[config.mk]
export PLATFORM = sky130hd
export DESIGN_NAME = spw_rx_router
export DESIGN_NICKNAME = d
export VERILOG_FILES = /design/src/rtl/spw_rx_router_pkg.sv /design/src/rtl/spw_rx_dest_sel.sv /design/src/rtl/spw_rx_len_guard.sv /design/src/rtl/spw_rx_router.sv
export SDC_FILE = /design/constraint.sdc
export NUM_CORES = 1
export LEC_CHECK = 0
export BUFFER_PORTS_ARGS = -buffer_cell sky130_fd_sc_hd__buf_2
export CORE_MARGIN = 3
export CORE_UTILIZATION = 45
export CTS_CLUSTER_DIAMETER = 60
export DETAILED_ROUTE_END_ITERATION = 10
export PLACE_DENSITY_LB_ADDON = 0.25
export SETUP_SLACK_MARGIN = 0.05
export SKIP_LAST_GASP = 1
export SLEW_MARGIN = 20
export SYNTH_ARGS = -nofsm -noshare
export SYNTH_HDL_FRONTEND = slang
export SYNTH_SLANG_ARGS = --single-unit
[constraint.sdc]
create_clock -name clk_i -period 11.9 [get_ports clk_i]
set_input_delay 1.785 -clock clk_i [delete_from_list [all_inputs] [get_ports clk_i]]
set_output_delay 1.785 -clock clk_i [all_outputs]
set_load 0.1 [all_outputs]
[src/rtl/spw_rx_router_pkg.sv]
package spw_rx_router_pkg;
  typedef enum logic [1:0] {ST_IDLE, ST_HOLD, ST_FWD, ST_DROP} rx_state_e;
  typedef enum logic [1:0] {D_NONE, D_CH, D_RMAP} dest_kind_e;
endpackage

[src/rtl/spw_rx_dest_sel.sv]
module spw_rx_dest_sel #(
  parameter int NUM_CH = 4,
  parameter int IDX_W  = 2
) (
  input  logic [NUM_CH-1:0]   en_i,
  input  logic [NUM_CH*8-1:0] addr_i,
  input  logic [7:0]          key_i,
  output logic                first_vld_o,
  output logic [IDX_W-1:0]    first_idx_o,
  output logic                match_vld_o,
  output logic [IDX_W-1:0]    match_idx_o
);
  logic [NUM_CH-1:0] hit;

  for (genvar c = 0; c < NUM_CH; c++) begin : g_cmp
    assign hit[c] = en_i[c] && (addr_i[c*8 +: 8] == key_i);
  end

  // descending scan so the lowest index wins
  always_comb begin
    first_vld_o = 1'b0;
    first_idx_o = '0;
    match_vld_o = 1'b0;
    match_idx_o = '0;
    for (int c = NUM_CH - 1; c >= 0; c--) begin
      if (en_i[c]) begin
        first_vld_o = 1'b1;
        first_idx_o = IDX_W'(c);
      end
      if (hit[c]) begin
        match_vld_o = 1'b1;
        match_idx_o = IDX_W'(c);
      end
    end
  end
endmodule

[src/rtl/spw_rx_len_guard.sv]
module spw_rx_len_guard #(
  parameter int LEN_W = 24
) (
  input  logic             clk_i,
  input  logic             rst_ni,
  input  logic             clr_i,
  input  logic             req_i,
  input  logic [LEN_W-1:0] max_i,
  output logic             ok_o,
  output logic             trunc_o
);
  logic [LEN_W-1:0] cnt_q;
  logic             trunc_q;

  assign ok_o    = cnt_q < max_i;
  assign trunc_o = trunc_q | (req_i & ~ok_o);

  always_ff @(posedge clk_i or negedge rst_ni) begin
    if (!rst_ni) begin
      cnt_q   <= '0;
      trunc_q <= 1'b0;
    end else if (clr_i) begin
      cnt_q   <= '0;
      trunc_q <= 1'b0;
    end else if (req_i) begin
      if (ok_o) cnt_q   <= cnt_q + 1'b1;
      else      trunc_q <= 1'b1;
    end
  end
endmodule

[src/rtl/spw_rx_router.sv]
module spw_rx_router
  import spw_rx_router_pkg::*;
#(
  parameter int         NUM_CH       = 4,
  parameter int         LEN_W        = 24,
  parameter bit         RMAP_PRESENT = 1'b1,
  parameter logic [7:0] RMAP_PROTO   = 8'h01
) (
  input  logic                    clk_i,
  input  logic                    rst_ni,
  input  logic                    nchar_vld_i,
  input  logic [7:0]              nchar_data_i,
  input  logic                    nchar_eop_i,
  input  logic                    nchar_eep_i,
  input  logic                    promisc_i,
  input  logic                    rmap_en_i,
  input  logic [NUM_CH-1:0]       chan_en_i,
  input  logic [NUM_CH*8-1:0]     chan_addr_i,
  input  logic [NUM_CH*LEN_W-1:0] chan_max_len_i,
  output logic [NUM_CH-1:0]       ch_wr_o,
  output logic                    rmap_wr_o,
  output logic [7:0]              data_o,
  output logic                    end_o,
  output logic                    eep_o,
  output logic                    trunc_o,
  output logic                    no_chan_o
);
  localparam int IDX_W = (NUM_CH > 1) ? $clog2(NUM_CH) : 1;

  rx_state_e        st_q, st_d;
  dest_kind_e       dkind_q, dkind_d;
  logic [IDX_W-1:0] didx_q, didx_d;
  logic [7:0]       hold_q, hold_d;

  logic             is_data, is_term, is_rmap;
  logic             first_vld, match_vld;
  logic [IDX_W-1:0] first_idx, match_idx;
  logic             byte_go, term_go, nc_set, g_clr, g_req, g_ok, g_trunc;
  logic             term_trunc;
  logic [LEN_W-1:0] max_sel;

  logic             pend_q, pend_eep_q, pend_trunc_q;
  dest_kind_e       pend_kind_q;
  logic [IDX_W-1:0] pend_idx_q;
  logic             no_chan_q;

  assign is_data = nchar_vld_i & ~(nchar_eop_i | nchar_eep_i);
  assign is_term = nchar_vld_i &  (nchar_eop_i | nchar_eep_i);
  assign is_rmap = RMAP_PRESENT && rmap_en_i && (nchar_data_i == RMAP_PROTO);

  spw_rx_dest_sel #(.NUM_CH(NUM_CH), .IDX_W(IDX_W)) u_sel (
    .en_i        (chan_en_i),
    .addr_i      (chan_addr_i),
    .key_i       (hold_q),
    .first_vld_o (first_vld),
    .first_idx_o (first_idx),
    .match_vld_o (match_vld),
    .match_idx_o (match_idx)
  );

  always_comb begin
    st_d    = st_q;
    hold_d  = hold_q;
    dkind_d = dkind_q;
    didx_d  = didx_q;
    byte_go = 1'b0;
    term_go = 1'b0;
    nc_set  = 1'b0;
    g_clr   = 1'b0;
    unique case (st_q)
      ST_IDLE: begin
        if (is_data) begin
          hold_d = nchar_data_i;
          st_d   = ST_HOLD;
          g_clr  = 1'b1;
        end else if (is_term && promisc_i) begin
          if (first_vld) begin
            dkind_d = D_CH;
            didx_d  = first_idx;
            term_go = 1'b1;
          end else begin
            nc_set = 1'b1;
          end
        end
      end
      ST_HOLD: begin
        if (is_data) begin
          hold_d = nchar_data_i;
          st_d   = ST_FWD;
          if (is_rmap) begin
            dkind_d = D_RMAP;
          end else if (promisc_i) begin
            if (first_vld) begin
              dkind_d = D_CH;
              didx_d  = first_idx;
            end else begin
              dkind_d = D_NONE;
              st_d    = ST_DROP;
              nc_set  = 1'b1;
            end
          end else if (match_vld) begin
            dkind_d = D_CH;
            didx_d  = match_idx;
          end else begin
            dkind_d = D_NONE;
            st_d    = ST_DROP;
            nc_set  = ~|chan_en_i;
          end
          byte_go = (dkind_d != D_NONE);
        end else if (is_term) begin
          st_d = ST_IDLE;
          // early end: kept only in promiscuous mode
          if (promisc_i) begin
            if (first_vld) begin
              dkind_d = D_CH;
              didx_d  = first_idx;
              byte_go = 1'b1;
              term_go = 1'b1;
            end else begin
              nc_set = 1'b1;
            end
          end
        end
      end
      ST_FWD: begin
        if (is_data) begin
          hold_d  = nchar_data_i;
          byte_go = 1'b1;
        end else if (is_term) begin
          byte_go = 1'b1;
          term_go = 1'b1;
          st_d    = ST_IDLE;
        end
      end
      ST_DROP: begin
        if (is_term) st_d = ST_IDLE;
      end
      default: st_d = ST_IDLE;
    endcase
  end

  assign max_sel = chan_max_len_i[int'(didx_d)*LEN_W +: LEN_W];
  assign g_req   = byte_go && (dkind_d == D_CH);

  spw_rx_len_guard #(.LEN_W(LEN_W)) u_guard (
    .clk_i   (clk_i),
    .rst_ni  (rst_ni),
    .clr_i   (g_clr),
    .req_i   (g_req),
    .max_i   (max_sel),
    .ok_o    (g_ok),
    .trunc_o (g_trunc)
  );

  assign term_trunc = (st_q == ST_IDLE || dkind_d != D_CH) ? 1'b0 : g_trunc;

  always_ff @(posedge clk_i or negedge rst_ni) begin
    if (!rst_ni) begin
      st_q    <= ST_IDLE;
      hold_q  <= '0;
      dkind_q <= D_NONE;
      didx_q  <= '0;
    end else begin
      st_q    <= st_d;
      hold_q  <= hold_d;
      dkind_q <= dkind_d;
      didx_q  <= didx_d;
    end
  end

  // end markers trail the flushed last byte by one cycle
  always_ff @(posedge clk_i or negedge rst_ni) begin
    if (!rst_ni) begin
      pend_q       <= 1'b0;
      pend_eep_q   <= 1'b0;
      pend_trunc_q <= 1'b0;
      pend_kind_q  <= D_NONE;
      pend_idx_q   <= '0;
      no_chan_q    <= 1'b0;
    end else begin
      pend_q    <= term_go;
      no_chan_q <= no_chan_q | nc_set;
      if (term_go) begin
        pend_eep_q   <= nchar_eep_i;
        pend_trunc_q <= term_trunc;
        pend_kind_q  <= dkind_d;
        pend_idx_q   <= didx_d;
      end
    end
  end

  always_ff @(posedge clk_i or negedge rst_ni) begin
    if (!rst_ni) begin
      ch_wr_o   <= '0;
      rmap_wr_o <= 1'b0;
      data_o    <= '0;
      end_o     <= 1'b0;
      eep_o     <= 1'b0;
      trunc_o   <= 1'b0;
    end else begin
      ch_wr_o   <= '0;
      rmap_wr_o <= 1'b0;
      data_o    <= '0;
      end_o     <= 1'b0;
      eep_o     <= 1'b0;
      trunc_o   <= 1'b0;
      if (pend_q) begin
        end_o   <= 1'b1;
        eep_o   <= pend_eep_q;
        trunc_o <= pend_trunc_q;
        if (pend_kind_q == D_RMAP) begin
          rmap_wr_o <= 1'b1;
        end else begin
          for (int c = 0; c < NUM_CH; c++) ch_wr_o[c] <= (IDX_W'(c) == pend_idx_q);
        end
      end else if (byte_go && (dkind_d == D_RMAP || g_ok)) begin
        data_o <= hold_q;
        if (dkind_d == D_RMAP) begin
          rmap_wr_o <= 1'b1;
        end else begin
          for (int c = 0; c < NUM_CH; c++) ch_wr_o[c] <= (IDX_W'(c) == didx_d);
        end
      end
    end
  end

  assign no_chan_o = no_chan_q;
endmodule

* Word level (Yosys, flattened, before mapping) *
Index checks and enable logic that the tools add are counted.

word-level totals
  word-level logic and storage cells = 166
  flip-flop bits (word level) = 63
  output and inout port bits = 17
  bits of input ports = 147

cells by class
  muxes and demuxes = 92
  multipliers = 1
  $lt $le $gt $ge = 1
  reductions and logical operators = 23
  bitwise gates (word level) = 8
  equal/unequal tests = 21
  $add $sub $neg = 1
  shift-type cells = 1

operator list
  kind                                                 count
  indexed part select 96 x 8 -> 24 bit                 1
  2-to-1 mux 24 bit                                    3
  2-to-1 mux 2 bit                                     33
  2-to-1 mux 1 bit                                     44
  equality test 8 bit                                  4
  adder 24 x 1 -> 24 bit, second input constant        1
  < comparator 24 bit                                  1
  2-to-1 mux 4 bit                                     4
  2-to-1 mux 8 bit                                     2
  equality test 2 bit, first input constant            4
  equality test 2 bit, second input constant           4
  equality test 8 x 1 -> 1 bit, second input constant  1
  logical AND 1 bit                                    8
  one-hot mux 2 bit (2 select lines)                   2
  one-hot mux 2 bit (4 select lines)                   1
  AND reduction 2 bit                                  4
  logical NOT 2 bit                                    3
  != test 2 bit, second input constant                 3
  nonzero test 2 bit                                   3
  equality test 1 x 2 -> 1 bit, first input constant   2
  equality test 2 x 1 -> 1 bit, second input constant  2
  multiplier 2 x 2 -> 4 bit, second input constant     1
  one-hot mux 1 bit (2 select lines)                   2
  OR reduction 4 bit                                   1
  8 further kinds                                      14

* Depth between registers and ports, before layout *
Gate-level depths: netlist of the first run.

  depth in word-level cells = 18
  depth in mapped cells = 26
  depth with buffers taken out = 22

* Cells and area by module *
Synthesis of the first run repeated with hierarchy kept, for this count alone.

second synthesis, totals
  cell total of the unflattened synthesis = 497
  area total of the unflattened synthesis = 4870.9 um^2

modules (own cells, without submodules)
  module            instances  cells each  area an instance (um^2)  sequential area each (um^2)
  spw_rx_router     1          207         2521.2                   950.9
  spw_rx_len_guard  1          229         1900.6                   625.6
  spw_rx_dest_sel   1          61          449.2                    0.0

* Worst setup path after synthesis of the first run *
No wires, ideal clock.

  kind = input-to-reg
  start point = input nchar_eep_i
  end point = register u_guard.cnt_q[23]
  data arrival time = 6.449 ns
  data required time = 11.822 ns
  setup time = 0.078 ns
  setup slack = 5.373 ns
  cell stages on the path = 23
  path through = buf_2 > or3b_1 > buf_2 > a31oi_4 > nor3_1 > o21ai_1 > a21boi_1 > nand2_1 > inv_2 > buf_1 > mux2_2 > ha_1 > a21o_1 > a21o_1 > a21o_1 > a211o_1 > o211ai_1 > a32oi_1 > a311oi_2 > a21oi_2 > buf_6 > or4_1 > a21oi_1

between the ends
  longest elaborated chain between the ends = 11
  elaborated cells on any way between the ends = 31
  those cells by class = 1 x mul; 1 x order compare; 1 x eq/ne; 1 x shift; 18 x mux; 4 x bitwise; 5 x reduce/logical

ends and longest elaborated chain
  element                               line                                      RTL
  start: declaration                    spw_rx_router.sv:14                       input logic nchar_eep_i,
  OR 1 bit *                            spw_rx_router.sv:47, spw_rx_router.sv:48
  bitwise AND 1 bit                     spw_rx_router.sv:48                       assign is_term = nchar_vld_i & (nchar_eop_i | nchar_eep_i);
  logical AND 1 bit                     spw_rx_router.sv:76                       end else if (is_term && promisc_i) begin
  2-to-1 mux 2 bit                      spw_rx_router.sv:76
  2-to-1 mux 2 bit                      spw_rx_router.sv:72                       if (is_data) begin
  one-hot mux 2 bit (2 select lines)    spw_rx_router.sv:70                       unique case (st_q)
  multiplier 2 x 2 -> 4 bit             spw_rx_router.sv:142                      assign max_sel = chan_max_len_i[int'(didx_d)*LEN_W +: LEN_W];
  indexed part select 96 x 8 -> 24 bit  spw_rx_router.sv:142
  < comparator 24 bit                   spw_rx_len_guard.sv:15                    assign ok_o = cnt_q < max_i;
  nonzero test 2 bit (no source line)   -
  AND reduction 2 bit (no source line)  -
  end signal: assignment                spw_rx_len_guard.sv:26                    if (ok_o) cnt_q <= cnt_q + 1'b1;
  end: declaration                      spw_rx_len_guard.sv:12                    logic [LEN_W-1:0] cnt_q;

Every way passes the cells marked *; elsewhere a longest branch is shown, timed or not.
A chain may end at the register's enable or synchronous reset.

* Worst setup path after layout of the first run *
  start point = input nchar_data_i[1]
  end point = register u_guard.cnt_q[6]

between the ends
  longest elaborated chain between the ends = 11
  elaborated cells on any way between the ends = 21
  those cells by class = 1 x mul; 1 x order compare; 2 x eq/ne; 1 x shift; 10 x mux; 6 x reduce/logical

ends and longest elaborated chain
  element                                                      line                 RTL
  start: declaration                                           spw_rx_router.sv:12  input logic [7:0] nchar_data_i,
  equality test 8 x 1 -> 1 bit *                               spw_rx_router.sv:49  assign is_rmap = RMAP_PRESENT && rmap_en_i && (nchar_data_i == RMAP_PROTO);
  logical AND 1 bit *                                          spw_rx_router.sv:49
  branches (longest 8 deep; another with < comparator 24 bit)  -
  AND reduction 2 bit (no source line) *                       -

Every way passes the cells marked *. The select of a mux whose other input is x is not followed.

==> results of run 1 <==
[cells in the final DEF, fill, tap and decap left out, drive strengths merged, types with 3 or more instances in the layout]
master  Yosys  final
or3b        3      3
or4         7      7
o21ai      29     29
nor3        7      7
o22ai       4      4
o211a       4      4
or3        18     18
nor2       22     22
inv        15     15
o31ai       8      8
buf        22    166
nor4        4      4
mux2i      47     47
a211oi      3      3
and3        7      7
dfrtp      63     63
a31oi       9      9
clkbuf      7      9
o32ai       4      4
xnor2      25     25
nor3b       3      3
nand2b      5      5
mux2       34     34
a21oi      37     37
a21o       10     10
nor2b       3      3
nand3      21     21
and2       13     13
nand2      37     37
xor2        8      8
clkinv      0      4
ha         28     28
nand4       9      9
[through the flow]
stage | worst slack [ns] | hold slack [ns]
floorplan | 5.37 | 0.399
global placement | 4.41 | 0.429
detailed placement | 4.16 | 0.448
CTS | 4.51 | 0.455
global route | 4.35 | 0.481
finish | 4.70 | 0.449
[path summary, 6_finish.rpt]
kind                                         end  slack, ns  depth (start not counted)
worst max-delay path            u_guard.cnt_q[6]       4.70                         23
worst min-delay path                       end_o       0.45                          0
worst max register to register  u_guard.cnt_q[6]       5.75                         23
worst min register to register             end_o       0.45                          0
max in group asynchronous              hold_q[5]       9.73                          2
min in group asynchronous              hold_q[4]       1.61                          2
[kinds of logic (layout without fill, tap and decap cells)]
group	Yosys count	after routing	synth area share
compound gates	131	131	0.171
xor+xnor	33	33	0.0565
fa+ha+maj	28	28	0.0684
buf+inv	44	196	0.0462
flops	63	63	0.308
mux	81	81	0.167
simple gates	164	164	0.184
[final cells by class]
cell class	instances	area, µm²	area share
multi-input combinational	437	3310	0.532
sequential	63	1580	0.253
timing repair buffer	166	838	0.135
clock buffer	9	225	0.0362
tap	140	175	0.0281
inverter	15	56.3	0.00905
clock inverter	6	38.8	0.00623
[sequential cells by signal, summed over array words and instances, names as in the netlist]
signal	count
dkind_q	2
u_guard.trunc_q	1
pend_kind_q	2
trunc_o	1
pend_q	1
hold_q	8
st_q	2
rmap_wr_o	1
ch_wr_o	4
u_guard.cnt_q	24
data_o	8
no_chan_o	1
pend_trunc_q	1
pend_eep_q	1
end_o	1
eep_o	1
pend_idx_q	2
didx_q	2
[worst max-delay path, delay by kind of cell]
kind,cells,cell delay [ns]
AO/OA/AOI/OAI,13,2.80
adder cells (fa/ha/maj),1,0.29
buffers and inverters,3,0.73
multiplexers,2,0.44
AND/OR/NAND/NOR,4,1.35
[layer usage]
| metal | vias to the layer above | GRT usage |
|---|---|---|
| met5 | - | 0 |
| met4 | 0 | 0.0489 |
| met3 | 12 | 0.0404 |
| met2 | 166 | 0.376 |
| met1 | 2215 | 0.246 |
| li1 | 2314 | - |
[where the power goes]
group | internal [mW] | leakage, nW | total (mW) | switching [mW]
Clock | 0.139 | 0.127 | 0.232 | 0.0937
Combinational | 0.332 | 2.09 | 0.741 | 0.408
Sequential | 0.252 | 0.837 | 0.301 | 0.0483
==> key figures, run 1 <==
Drt
  – Via/cell ratio: 5.63
  – Post-detailed-route DRC marker count: 0
  – ANT nets after route: 0
  – Met3 wire len: 903 µm
  – Met1 wire length: 5.55 mm
  – Routed WL per cell: 15.8 µm
  – Top Layer Used: met4
  – Met2 WL: 6.64 mm
  – 1st-pass router iterations: 4
  – Routed WL: 13.2 mm
  – Vias: 4707
  – Drt initial violations: 192

Critical path
  – CP max stage cell: or4b_1
  – CP Class: in2reg
  – CP Data Arrival Time: 7.46 ns
  – Worst path cell trace: buf_2 -> nor3b_1 -> a31oi_4 -> o211a_1 -> a211oi_2 -> o22ai_1 -> nor2b_1 -> a21o_1 -> inv_2 -> buf_4 -> mux2i_1 -> mux2_2 -> ha_1 -> a21o_1 -> a21o_1 -> a21o_1 -> a211o_1 -> o211ai_1 -> a32oi_1 -> a311oi_2 -> a31oi_4 -> or4b_1 -> nand2_1
  – Crit path required time: 12.16 ns
  – Slowest Stage Delay on Critical Path: 0.58 ns
  – Worst setup SP type: input pin
  – Critical Path Fanout Max: 49
  – Cell mode on critical path: a21o_1
  – Reg2reg start: hold_q[5]
  – Crit path capture type: flop
  – Crit path from: nchar_data_i[1]

Final layout
  – FILL cells: 980
  – Fin cells: 836
  – Final Util: 0.567
  – Nets@finish: 867
  – Layout cell share with drive strength beyond 1: 0.329
  – Design Area, Final: 6220 µm²
  – P&R area growth vs syn: 21.6%
  – Ant diodes: 0

Placement
  – Port Buffers: 163
  – DP HPWL: 10.3 mm
  – Placement Cell Area: 5950 µm²
  – Dpl cells: 821
  – Placer Congestion: 0.901

Global routing
  – First-pass GRT wire length: 21.6 mm
  – Antenna violations before repair: 0
  – Vias in the first global route: 4639
  – Global route total overflow: 0
  – Largest net degree at the start of global routing: 64
  – Total GRT Usage: 0.205

Timing
  – Slew Viols, Final: 0
  – Fin. Hold Viols: 0
  – Setup_tns: 0 ns
  – RSZ-0062 raised after global routing: no
  – Fin crit share: 0.605
  – Rel. slew slack: 0.374
  – Setup-failing EPs final: 0
  – Worst Skew: 0.00547 ns
  – Fmax achieved: 139 MHz
  – Worst Tran Pin Value: 0.939 ns
  – Minimum clock period: 7.20 ns

Clocking
  – Clock buffer depth: 2
  – # H-tree levels: 3
  – Post_cts resized: 0
  – CTS Sinks: 63
  – CTS buffer count: 9
  – TritonCTS clock tree: yes
  – Clock slew at reported path FFs: 0.06 ns
  – CTS Hold Bufs: 0
  – Worst skew pair latency: 0.32 ns
  – Post-CTS setup buffer count: 0
  – Root Buffer: clkbuf_16

Yosys
  – Post-synthesis cell type count: 67
  – Top cells by count, synth: dfrtp_1 (63), mux2i_1 (47), nand2_1 (37), a21oi_1 (36), mux2_2 (34)
  – Cell area after synthesis: 5120 µm²
  – Post-synth top area cell: dfrtp_1
  – Sequential share of the synthesized area: 0.308
  – Most common cell in the netlist: dfrtp_1
  – Area contributors post-synth: dfrtp_1 (31%), mux2i_1 (9.2%), mux2_2 (7.5%)
  – FFs w/ async S/R, synth: 1.00
  – Syn_nets: 719
  – Mean post-synth cell area: 9.41 µm²
  – Post-synth EDFFs: 0
  – Syn. warnings: 0
  – Yosys top cell area share: 0.308
  – Number of synthesized register bits: 63
  – Dominant synthesized flop cell: dfrtp_1
  – Mapped Cells: 544

Floorplanning
  – Core ar.: 11000 µm²
  – Initial Util: 0.466
  – Die H: 113 µm
  – Row Count: 38
  – DIE WIDTH: 113 µm
  – # IOs: 164
  – Die area: 12700 µm²

Run
  – Max-cap violation count: 0

Power
  – Power density cells: 205 nW/µm²
  – LEAKAGE: 3.06 nW
  – Total power: 1.27 mW
  – Peak supply drop: 0.000125 V

Worst hold path
  – Hold WC Path Type: reg2reg
  – Min-delay src: pend_q

Status
  – Status: completed
(Power assumes the default switching activity.)
==> inputs of run 2 (changes only) <==
==> constraint.sdc (replaced) <==
create_clock -name clk_i -period 6.5 [get_ports clk_i]
set_input_delay 0.975 -clock clk_i [delete_from_list [all_inputs] [get_ports clk_i]]
set_output_delay 0.975 -clock clk_i [all_outputs]
set_load 0.1 [all_outputs]
==> key figures, run 2 (synthesized netlist as in run 1, its figures left out) <==
Floorplanning
  – Core ar.: 11000 µm²
  – DIE WIDTH: 113 µm
  – Row Count: 38
  – Die H: 113 µm
  – # IOs: 164
  – Initial Util: 0.466
  – Die area: 12700 µm²

Critical path
  – Crit path required time: 6.70 ns
  – Reg2reg start: hold_q[3]
  – Setup slack, reg-to-reg: 0.67 ns
  – Reg-to-reg critical path endpoint: u_guard.cnt_q[6]
  – CP Data Arrival Time: 6.21 ns
  – CP Class: in2reg
  – Worst setup SP type: input pin
  – Critical Path Fanout Max: 34
  – Worst r2r path cells: 23
  – Crit path capture type: flop

Drt
  – Vias: 4742
  – 1st-pass router iterations: 6
  – Drt initial violations: 168
  – Post-detailed-route DRC marker count: 0
  – Routed WL per cell: 15.9 µm
  – ANT nets after route: 0
  – Via/cell ratio: 5.63
  – Routed WL: 13.4 mm

Status
  – Status: completed

Run
  – Max-cap violation count: 0

Power
  – LEAKAGE: 3.12 nW
  – Power density cells: 391 nW/µm²
  – Cell internal pwr: 1.44 mW
  – NetSw: 1.05 mW
  – Net Sw Frac: 0.421
  – Clk pwr share: 0.214
  – Sequential Power Share: 0.221
  – Peak supply drop: 0.000491 V
  – Total power: 2.48 mW
  – Power share of the combinational group: 0.565

Worst hold path
  – Worst hold path depth: 0
  – Hold WC Path Type: reg2reg
  – Min-delay src: pend_q
  – Hold Path Sink: end_o

Timing
  – Worst Tran Pin Value: 0.908 ns
  – Setup-failing EPs final: 0
  – Rel. slew slack: 0.395
  – Worst Skew: 0.00581 ns
  – Fin crit share: 0.925
  – Minimum clock period: 6.01 ns
  – Setup_tns: 0 ns
  – Slew Viols, Final: 0
  – RSZ-0062 raised after global routing: no
  – Fin. Hold Viols: 0
  – Fmax achieved: 166 MHz
  – Fin worst setup slack: 0.487 ns

Global routing
  – Total GRT Usage: 0.210
  – Largest net degree at the start of global routing: 64
  – Global route total overflow: 0
  – Antenna violations before repair: 0
  – Vias in the first global route: 4749
  – First-pass GRT wire length: 22.1 mm

Clocking
  – Clock slew at reported path FFs: 0.06 ns
  – Root Buffer: clkbuf_16
  – TritonCTS clock tree: yes
  – # H-tree levels: 3
  – CTS buffer count: 9
  – Post-CTS setup buffer count: 0
  – Worst skew pair latency: 0.33 ns
  – Clock buffer depth: 2
  – CTS Sinks: 63

Final layout
  – Layout cell share with drive strength beyond 1: 0.336
  – Fin cells: 843
  – Max FFs per register: 24
  – Biggest regs: u_guard.cnt_q x24, data_o x8, hold_q x8
  – Most common cell after layout, fill and taps aside: buf_2
  – Commonest cells after routing, fill and taps aside: buf_2 (163), dfrtp_1 (63), mux2i_1 (47)
  – P&R area growth vs syn: 24.2%
  – Nets@finish: 873
  – Final Util: 0.579
  – Ant diodes: 0
  – Most flop-heavy register: u_guard.cnt_q

Placement
  – DP HPWL: 10.6 mm
  – Dpl cells: 827
  – Pre-CTS WS: 0.0279 ns
  – Port Buffers: 163
  – Placer Congestion: 0.904
==> run 2: cell types whose count changed in the layout (fill, tap and decap cells not counted), moves of 2 or more <==
cell / delta
buf_4: +5
bufinv_16: +2
clkinv_2: -3
inv_6: +2
==> run 2: worst max path at each step <==
stage | from | to | slack (ns) | cells after the start
detailed placement | nchar_data_i[4] | u_guard.cnt_q[6] | 0.03 | 23
global placement | nchar_data_i[4] | u_guard.cnt_q[6] | 0.21 | 23
finish | chan_addr_i[3] | u_guard.cnt_q[6] | 0.49 | 24
CTS | nchar_data_i[4] | u_guard.cnt_q[6] | 0.36 | 23
global route | chan_addr_i[3] | u_guard.cnt_q[6] | 0.08 | 24
floorplan | nchar_eep_i | u_guard.cnt_q[23] | 0.78 | 23
==> run 2: repair_timing <==
item,in CTS,in global routing
endpoints found under the hold margin,0,0
endpoints found under the setup margin,0,1
gates resized for setup,0,1
hold buffers,0,0
==> run 2: per-layer routing <==
metal | up-vias | global-route usage | wire, µm | part of all wire
li1 | 2330 | - | - | -
met1 | 2214 | 0.259 | 5560 | 0.41
met2 | 182 | 0.371 | 6650 | 0.50
met3 | 16 | 0.0518 | 1020 | 0.076
met4 | 0 | 0.0457 | 164 | 0.012
met5 | - | 0 | 0 | 0
==> run 2: metrics by stage <==
step	hold WS [ns]	instance area, µm²
floorplan	0.399	5120
global placement	0.432	6010
detailed placement	0.431	6010
CTS	0.446	6340
global route	0.468	6360
finish	0.444	6360
==> run 2: layout make-up <==
type / count / area (µm²)
Clock buffer: 9 / 225
Clock inverter: 7 / 104
Fill cell: 981 / 4630
Inverter: 15 / 56.3
Multi-Input combinational cell: 437 / 3320
Sequential cell: 63 / 1580
Tap cell: 140 / 175
Timing Repair Buffer: 172 / 896
==> run 2: critical path, stage by stage <==
cell      delay, ns
buf_2          0.10
xor2_1         0.14
nor4_1         0.34
a41o_1         0.32
nor4_4         0.08
a211oi_2       0.34
o22ai_1        0.10
nor2b_1        0.15
a21o_1         0.20
inv_2          0.10
buf_12         0.23
mux2i_1        0.12
mux2_2         0.27
ha_1           0.29
a21o_1         0.16
a21o_1         0.17
a21o_1         0.17
a211o_1        0.28
o211ai_1       0.09
a32oi_1        0.19
a311oi_2       0.44
a31oi_4        0.35
o311ai_0       0.49
nand2_1        0.09
==> run 2: power groups by stage <==
stage / Sequential, mW / Clock (mW) / Combinational (mW)
final: 0.548 / 0.533 / 1.40
after global routing: 0.560 / 0.558 / 1.55
after CTS: 0.548 / 0.538 / 1.41
after detailed placement: 0.554 / 0 / 1.40
after global placement: 0.551 / 0 / 1.35
after floorplan: 0.624 / 0 / 1.05
